<file path="config.mk">
export PLATFORM = sky130hd
export DESIGN_NAME = burst_addr_gen
export DESIGN_NICKNAME = d
export VERILOG_FILES = /design/src/rtl/burst_pkg.sv /design/src/rtl/burst_start_reg.sv /design/src/rtl/burst_beat_cnt.sv /design/src/rtl/burst_order_map.sv /design/src/rtl/burst_addr_gen.sv
export SDC_FILE = /design/constraint.sdc
export NUM_CORES = 1
export LEC_CHECK = 0
export ABC_AREA = 1
export BUFFER_PORTS_ARGS = -buffer_cell sky130_fd_sc_hd__buf_2
export CORE_MARGIN = 2
export CORE_UTILIZATION = 45
export DETAILED_ROUTE_END_ITERATION = 8
export GPL_TIMING_DRIVEN = 0
export PLACE_DENSITY = 0.88
export SETUP_SLACK_MARGIN = 0.2
export SKIP_LAST_GASP = 1
export SYNTH_ARGS = -nofsm -noshare
export SYNTH_HDL_FRONTEND = slang
export SYNTH_SLANG_ARGS = --single-unit
</file>
<file path="constraint.sdc">
create_clock -name clk -period 1.1 [get_ports clk]
set_input_delay 0.22 -clock clk [delete_from_list [all_inputs] [get_ports clk]]
set_output_delay 0.22 -clock clk [all_outputs]
set_load 0.05 [all_outputs]
</file>
<file path="src/rtl/burst_pkg.sv">
package burst_pkg;

   // Order codes carried on the mode input.
   localparam logic ORD_LINEAR = 1'b0;
   localparam logic ORD_INTLV  = 1'b1;

   // Smallest legal counter width and upper address bit budget.
   localparam int unsigned MIN_BEAT_W  = 1;
   localparam int unsigned MIN_UPPER_W = 1;

endpackage

</file>
<file path="src/rtl/burst_start_reg.sv">
module burst_start_reg #(
   parameter int unsigned ADDR_W = 32,
   parameter int unsigned BEAT_W = 2,
   localparam int unsigned UPPER_W = ADDR_W - BEAT_W
) (
   input  logic               clk,
   input  logic               rst_n,
   input  logic               load_i,
   input  logic [ADDR_W-1:0]  addr_i,
   output logic [BEAT_W-1:0]  start_o,
   output logic [UPPER_W-1:0] upper_o
);

   always_ff @(posedge clk or negedge rst_n) begin
      if (!rst_n) begin
         start_o <= '0;
         upper_o <= '0;
      end else if (load_i) begin
         start_o <= addr_i[BEAT_W-1:0];
         upper_o <= addr_i[ADDR_W-1:BEAT_W];
      end
   end

endmodule

</file>
<file path="src/rtl/burst_beat_cnt.sv">
module burst_beat_cnt #(
   parameter int unsigned BEAT_W = 2
) (
   input  logic              clk,
   input  logic              rst_n,
   input  logic              clr_i,
   input  logic              step_i,
   output logic [BEAT_W-1:0] beat_o
);

   logic [BEAT_W-1:0] beat_nxt;

   // Ripple incrementer built bit by bit; the carry out of the top bit is dropped so the count wraps.
   logic [BEAT_W:0] carry;
   assign carry[0] = 1'b1;

   for (genvar b = 0; b < BEAT_W; b++) begin : g_inc
      assign beat_nxt[b]  = beat_o[b] ^ carry[b];
      assign carry[b + 1] = beat_o[b] & carry[b];
   end

   always_ff @(posedge clk or negedge rst_n) begin
      if (!rst_n) begin
         beat_o <= '0;
      end else if (clr_i) begin
         beat_o <= '0;
      end else if (step_i) begin
         beat_o <= beat_nxt;
      end
   end

endmodule

</file>
<file path="src/rtl/burst_order_map.sv">
module burst_order_map #(
   parameter int unsigned BEAT_W = 2
) (
   input  logic              mode_i,
   input  logic [BEAT_W-1:0] start_i,
   input  logic [BEAT_W-1:0] beat_i,
   output logic [BEAT_W-1:0] low_o
);

   import burst_pkg::*;

   logic [BEAT_W-1:0] xor_val;
   logic [BEAT_W-1:0] sum_val;
   logic [BEAT_W:0]   cy;

   assign cy[0] = 1'b0;

   for (genvar b = 0; b < BEAT_W; b++) begin : g_bit
      assign xor_val[b] = start_i[b] ^ beat_i[b];
      assign sum_val[b] = xor_val[b] ^ cy[b];
      assign cy[b + 1]  = (start_i[b] & beat_i[b]) | (xor_val[b] & cy[b]);
   end

   always_comb begin
      if (mode_i == ORD_INTLV) low_o = xor_val;
      else                     low_o = sum_val;
   end

endmodule

</file>
<file path="src/rtl/burst_addr_gen.sv">
module burst_addr_gen #(
   parameter int unsigned ADDR_W = 32,
   parameter int unsigned BEAT_W = 2
) (
   input  logic              clk,
   input  logic              rst_n,
   input  logic              load_i,
   input  logic [ADDR_W-1:0] addr_i,
   input  logic              adv_n_i,
   input  logic              mode_i,
   output logic [ADDR_W-1:0] addr_o,
   output logic [BEAT_W-1:0] beat_o
);

   import burst_pkg::*;

   localparam int unsigned UPPER_W = ADDR_W - BEAT_W;

   if (BEAT_W < MIN_BEAT_W) begin : g_bad_beat
      $error("burst_addr_gen: BEAT_W must be at least %0d", MIN_BEAT_W);
   end
   if (ADDR_W < BEAT_W + MIN_UPPER_W) begin : g_bad_addr
      $error("burst_addr_gen: ADDR_W must exceed BEAT_W");
   end

   logic [BEAT_W-1:0]  start_q;
   logic [UPPER_W-1:0] upper_q;
   logic [BEAT_W-1:0]  low_w;
   logic               step_w;

   // A load takes priority over an advance at the same edge.
   assign step_w = ~adv_n_i & ~load_i;

   burst_start_reg #(.ADDR_W(ADDR_W), .BEAT_W(BEAT_W)) i_start (
      .clk     (clk),
      .rst_n   (rst_n),
      .load_i  (load_i),
      .addr_i  (addr_i),
      .start_o (start_q),
      .upper_o (upper_q)
   );

   burst_beat_cnt #(.BEAT_W(BEAT_W)) i_cnt (
      .clk    (clk),
      .rst_n  (rst_n),
      .clr_i  (load_i),
      .step_i (step_w),
      .beat_o (beat_o)
   );

   burst_order_map #(.BEAT_W(BEAT_W)) i_map (
      .mode_i  (mode_i),
      .start_i (start_q),
      .beat_i  (beat_o),
      .low_o   (low_w)
   );

   assign addr_o = {upper_q, low_w};

endmodule

</file>
; ---- Word-level counts from Yosys, hierarchy flattened
; Index checks and enable logic that the tools add are counted.
[word_totals]
register_bits = 34
in_bits = 37
output_inout_bits = 34
[op_classes]
muxes = 3
bitwise_logic = 9
reduce_logical = 1
[ops]
columns = operator, n
row1 = 2-bit 2-to-1 mux, 3
row2 = 1-bit bitwise XOR, 4
row3 = 1-bit inverter, 3
row4 = 1-bit AND, 2
row5 = 2-bit nonzero test, 1

; ---- Depth between registers and ports, before layout
[logic_depth]
depth_word = 4
depth_mapped = 6

; ---- Modules after synthesis
; Synthesis repeated with hierarchy kept, for this count alone.
[unflattened]
hier_cells = 163
hier_area_um2 = 1450.1
[modules_own_cells]
columns = mod, n_inst, cells_each, area_per_inst_um2, seq_area_each_um2
row1 = burst_start_reg, 1, 136, 1292.5, 800.8
row2 = burst_beat_cnt, 1, 11, 86.3, 50.0
row3 = burst_order_map, 1, 15, 67.6, 0.0
row4 = burst_addr_gen, 1, 1, 3.8, 0.0

; ---- Least setup slack after synthesis
; Ideal clock, no wire load.
[synth_timing]
path_kind = reg-to-output
from = register i_cnt.beat_o[0]
to = output addr_o[1]
t_arrival_ps = 1386
path_slack_ps = -506
path_stages_with_launch = 6
path_cell_list = dfrtp_1 -> ha_1 -> nand2_1 -> nand3_1 -> nand2_1 -> inv_1
[synth_between]
elab_chain_cells = 3
[synth_rtl]
columns = element, line_no
row1 = start: declaration, burst_beat_cnt.sv:8  ; output logic [BEAT_W-1:0] beat_o
row2 = start signal: assignment, burst_beat_cnt.sv:28  ; beat_o <= beat_nxt;
row3 = 1-bit AND, burst_order_map.sv:21  ; assign cy[b + 1] = (start_i[b] & beat_i[b]) | (xor_val[b] & cy[b]);
row4 = 1-bit bitwise XOR, burst_order_map.sv:20  ; assign sum_val[b] = xor_val[b] ^ cy[b];
row5 = 2-bit 2-to-1 mux, burst_order_map.sv:25  ; if (mode_i == ORD_INTLV) low_o = xor_val;
row6 = end: declaration, burst_addr_gen.sv:11  ; output logic [ADDR_W-1:0] addr_o,
; Every way passes these cells.

; ---- Final worst setup path
; Ends and elaborated chain as after synthesis.

==> results_dict.tcl <==
set metrics [dict create \
    cp.required_ps 880 \
    fin_cells 309 \
    power_density_nw_per_um2 1410 \
    min_period_ps 1600 \
    drt-pass1-iter-count 4 \
    worst_setup_path_start_kind "flip-flop" \
    first_iter_violations 67 \
    slew_headroom_pct 50.5 \
    p_leak_nw 1.32 \
    synthTopCellsByArea "dfrtp_1, nand2_1, nand2_2" \
    reg2regPathDepth 5 \
    nets 302 \
    grt_overflow_total 0 \
    ios 71 \
    power_mw 3.32 \
    reg2reg_slack_ps 40 \
    synth_nets 197 \
    r2r_end "i_cnt.beat_o[1]$_DFFE_PN0P_" \
    clkSinkCount 34 \
    hp-class "in -> async" \
    outcome "finished, violations left" \
    area_growth_pct 66.5 \
    htreeDepth 2 \
    setup_ws_ps -498 \
    via_per_inst 4.45 \
    synth.avg_cell_area_um2 8.92 \
    cts_tree "done" \
    vdd_ir_drop_max_mv 0.876 \
    fmax_mhz 626 \
    synth_top_area_cell "dfrtp_1" \
    ys_ff_latch 34 \
    grt_pass1_wl_um 5260 \
    cts-root-buf "clkbuf_4" \
    grt_pass1_vias 1205 \
    clock_skew_ps 0.0803 \
    insertion_delay_ps 330 \
    gp_congestion 0.656 \
    tightest_slew_ps 743 \
    crit_fanout 2 \
    rsz0062_at_grt "yes" \
    fin_crit_sh_pct 145 \
    fillers 211 \
    antenna_found_initial 0 \
    yosysSeqAreaShare_pct 60.0 \
    io_buffers 69 \
    cts_buffer_depth 2 \
    ant_nets 0 \
    numPlacedInstances 272 \
    reg2reg_from "i_cnt.beat_o[0]$_DFFE_PN0P_" \
    num_rows 20 \
    hold_slack_ps -62.6 \
    synth_cells 159 \
    synth_top_area_share_pct 60.0 \
    synthDistinctLibCells 13 \
    slew_violations 0 \
    num_vias 1374 \
    end_kind "primary output" \
    seq_area_um2 853 \
    drt-met1-wl_um 1410 \
    finalSetupViolations 34 \
    grt_max_degree 35 \
    drive_above_1_share_pct 49.4 \
    path_clk_slew_ps 100 \
    fp.dieW_um 60.2 \
    die_area_um2 3620 \
    yosys_warnings 0 \
    routed_wl_um 3720 \
    chipHeight_um 60.2 \
    violations "negative hold slack, negative setup slack" \
    grt.total_usage_pct 20.2 \
    wl_met3_um 214 \
    synth_area_um2 1420 \
    hold_violations 34 \
    route.detailed.drc 0 \
    drt-wirelength-per-cell_um 12.1 \
    wl_met2_um 2070 \
    highest_layer "met4" \
    multi_input_area_um2 487 \
    start_util_pct 46.9 \
    hpwl_um 2170 \
    cts_buffers 5 \
    antenna_cells 0 \
    arrival_ps 1380 \
    drv_cap 0 \
    critPathKind "reg -> out" \
    coreArea_um2 3030 \
    fin_tns_setup_ps -1580 \
]
==> report_power, final <==
part / switching, mW / internal [mW]
Combinational: 0.682 / 0.481
Clock: 0.404 / 0.310
Sequential: 0.0865 / 1.36
==> worst max path at each step <==
stage	from	to	depth (start not counted)	slack, ps
after detailed placement	i_cnt.beat_o[0]$_DFFE_PN0P_	addr_o[1]	7	-250
final	i_cnt.beat_o[0]$_DFFE_PN0P_	addr_o[1]	6	-500
after floorplan	i_cnt.beat_o[0]$_DFFE_PN0P_	addr_o[1]	6	-340
after global routing	i_start.start_o[0]$_DFFE_PN0P_	addr_o[1]	7	-570
after global placement	i_cnt.beat_o[0]$_DFFE_PN0P_	addr_o[1]	7	-230
after CTS	i_start.start_o[0]$_DFFE_PN0P_	addr_o[1]	7	-520
==> cell families after synthesis <==
logic type	share of synthesized area, %
AO/OA/AOI/OAI	1.41
adder cells (fa/ha/maj)	0.882
buffers and inverters	7.67
flip-flops	60.0
AND/OR/NAND/NOR	30.1
==> critical path: stages, from the launching register on <==
cell and delay [ps]:
dfrtp_2 440, ha_4 160, nand2_1 50, nand3_1 80, nand2_2 90, clkinvlp_4 70, buf_6 140
==> cell type report <==
class / count / share of cell area [%]
buffer: 7 / 3.18
clock inverter: 1 / 0.212
multi-input combinational: 111 / 20.6
clock buffer: 7 / 2.33
sequential: 34 / 36.1
tap: 44 / 2.33
inverter: 7 / 1.59
timing repair buffer: 98 / 33.6
==> per-layer routing <==
metal	vias up	track usage [%]
met5	-	0
met4	0	8.57
met3	5	4.76
met2	49	36.6
met1	634	22.2
li1	686	-
==> metrics by stage <==
step | area, um2 | hold slack [ps] | util [%] | setup slack [ps]
finish | 2360 | -62.6 | 78.0 | -498
global route | 2360 | -24.1 | 78.0 | -572
CTS | 2250 | -52.8 | 74.4 | -521
detailed placement | 1840 | 320 | 60.7 | -245
global placement | 1840 | 311 | 60.7 | -226
floorplan | 1440 | -75.6 | - | -343
==> what timing repair did <==
| item | 4_1_cts | 5_1_grt |
|---|---|---|
| endpoints found under the setup margin | 34 | 36 |
| endpoints found under the hold margin | 34 | 28 |
| pin swaps | 0 | 4 |
| resized for setup | 72 | 6 |
| setup buffers | 17 | 12 |
| gates cloned | 0 | 0 |
==> layout by cell type (no fill, tap or decap) <==
cell type | Yosys | layout
nor2_1 | 2 | 2
clkinvlp_4 | 0 | 1
a21oi_1 | 2 | 1
dfrtp_1 | 34 | 32
buf_6 | 4 | 39
inv_8 | 1 | 1
inv_1 | 6 | 5
dfrtp_2 | 0 | 2
nand3_1 | 3 | 2
clkinv_2 | 0 | 1
nand3_2 | 0 | 1
a21oi_2 | 0 | 1
buf_4 | 2 | 28
o21ai_2 | 0 | 1
o21ai_0 | 2 | 1
ha_4 | 0 | 1
clkbuf_8 | 0 | 1
clkbuf_1 | 0 | 1
nand2_1 | 91 | 90
buf_2 | 0 | 35
clkbuf_4 | 0 | 5
buf_8 | 1 | 3
nand2_2 | 10 | 11
==> synthesized netlist by cell type, drive strengths merged <==
master	count
buf	7
o21ai	2
a21oi	2
inv	7
nand2	101
nor2	2
ha	1
dfrtp	34
nand3	3
==> registers in the layout (all words and copies together), names as in the netlist <==
register	count
i_start.start_o	2
i_cnt.beat_o	2
i_start.upper_o	30
No activity file was read; power rests on OpenSTA's default activity.
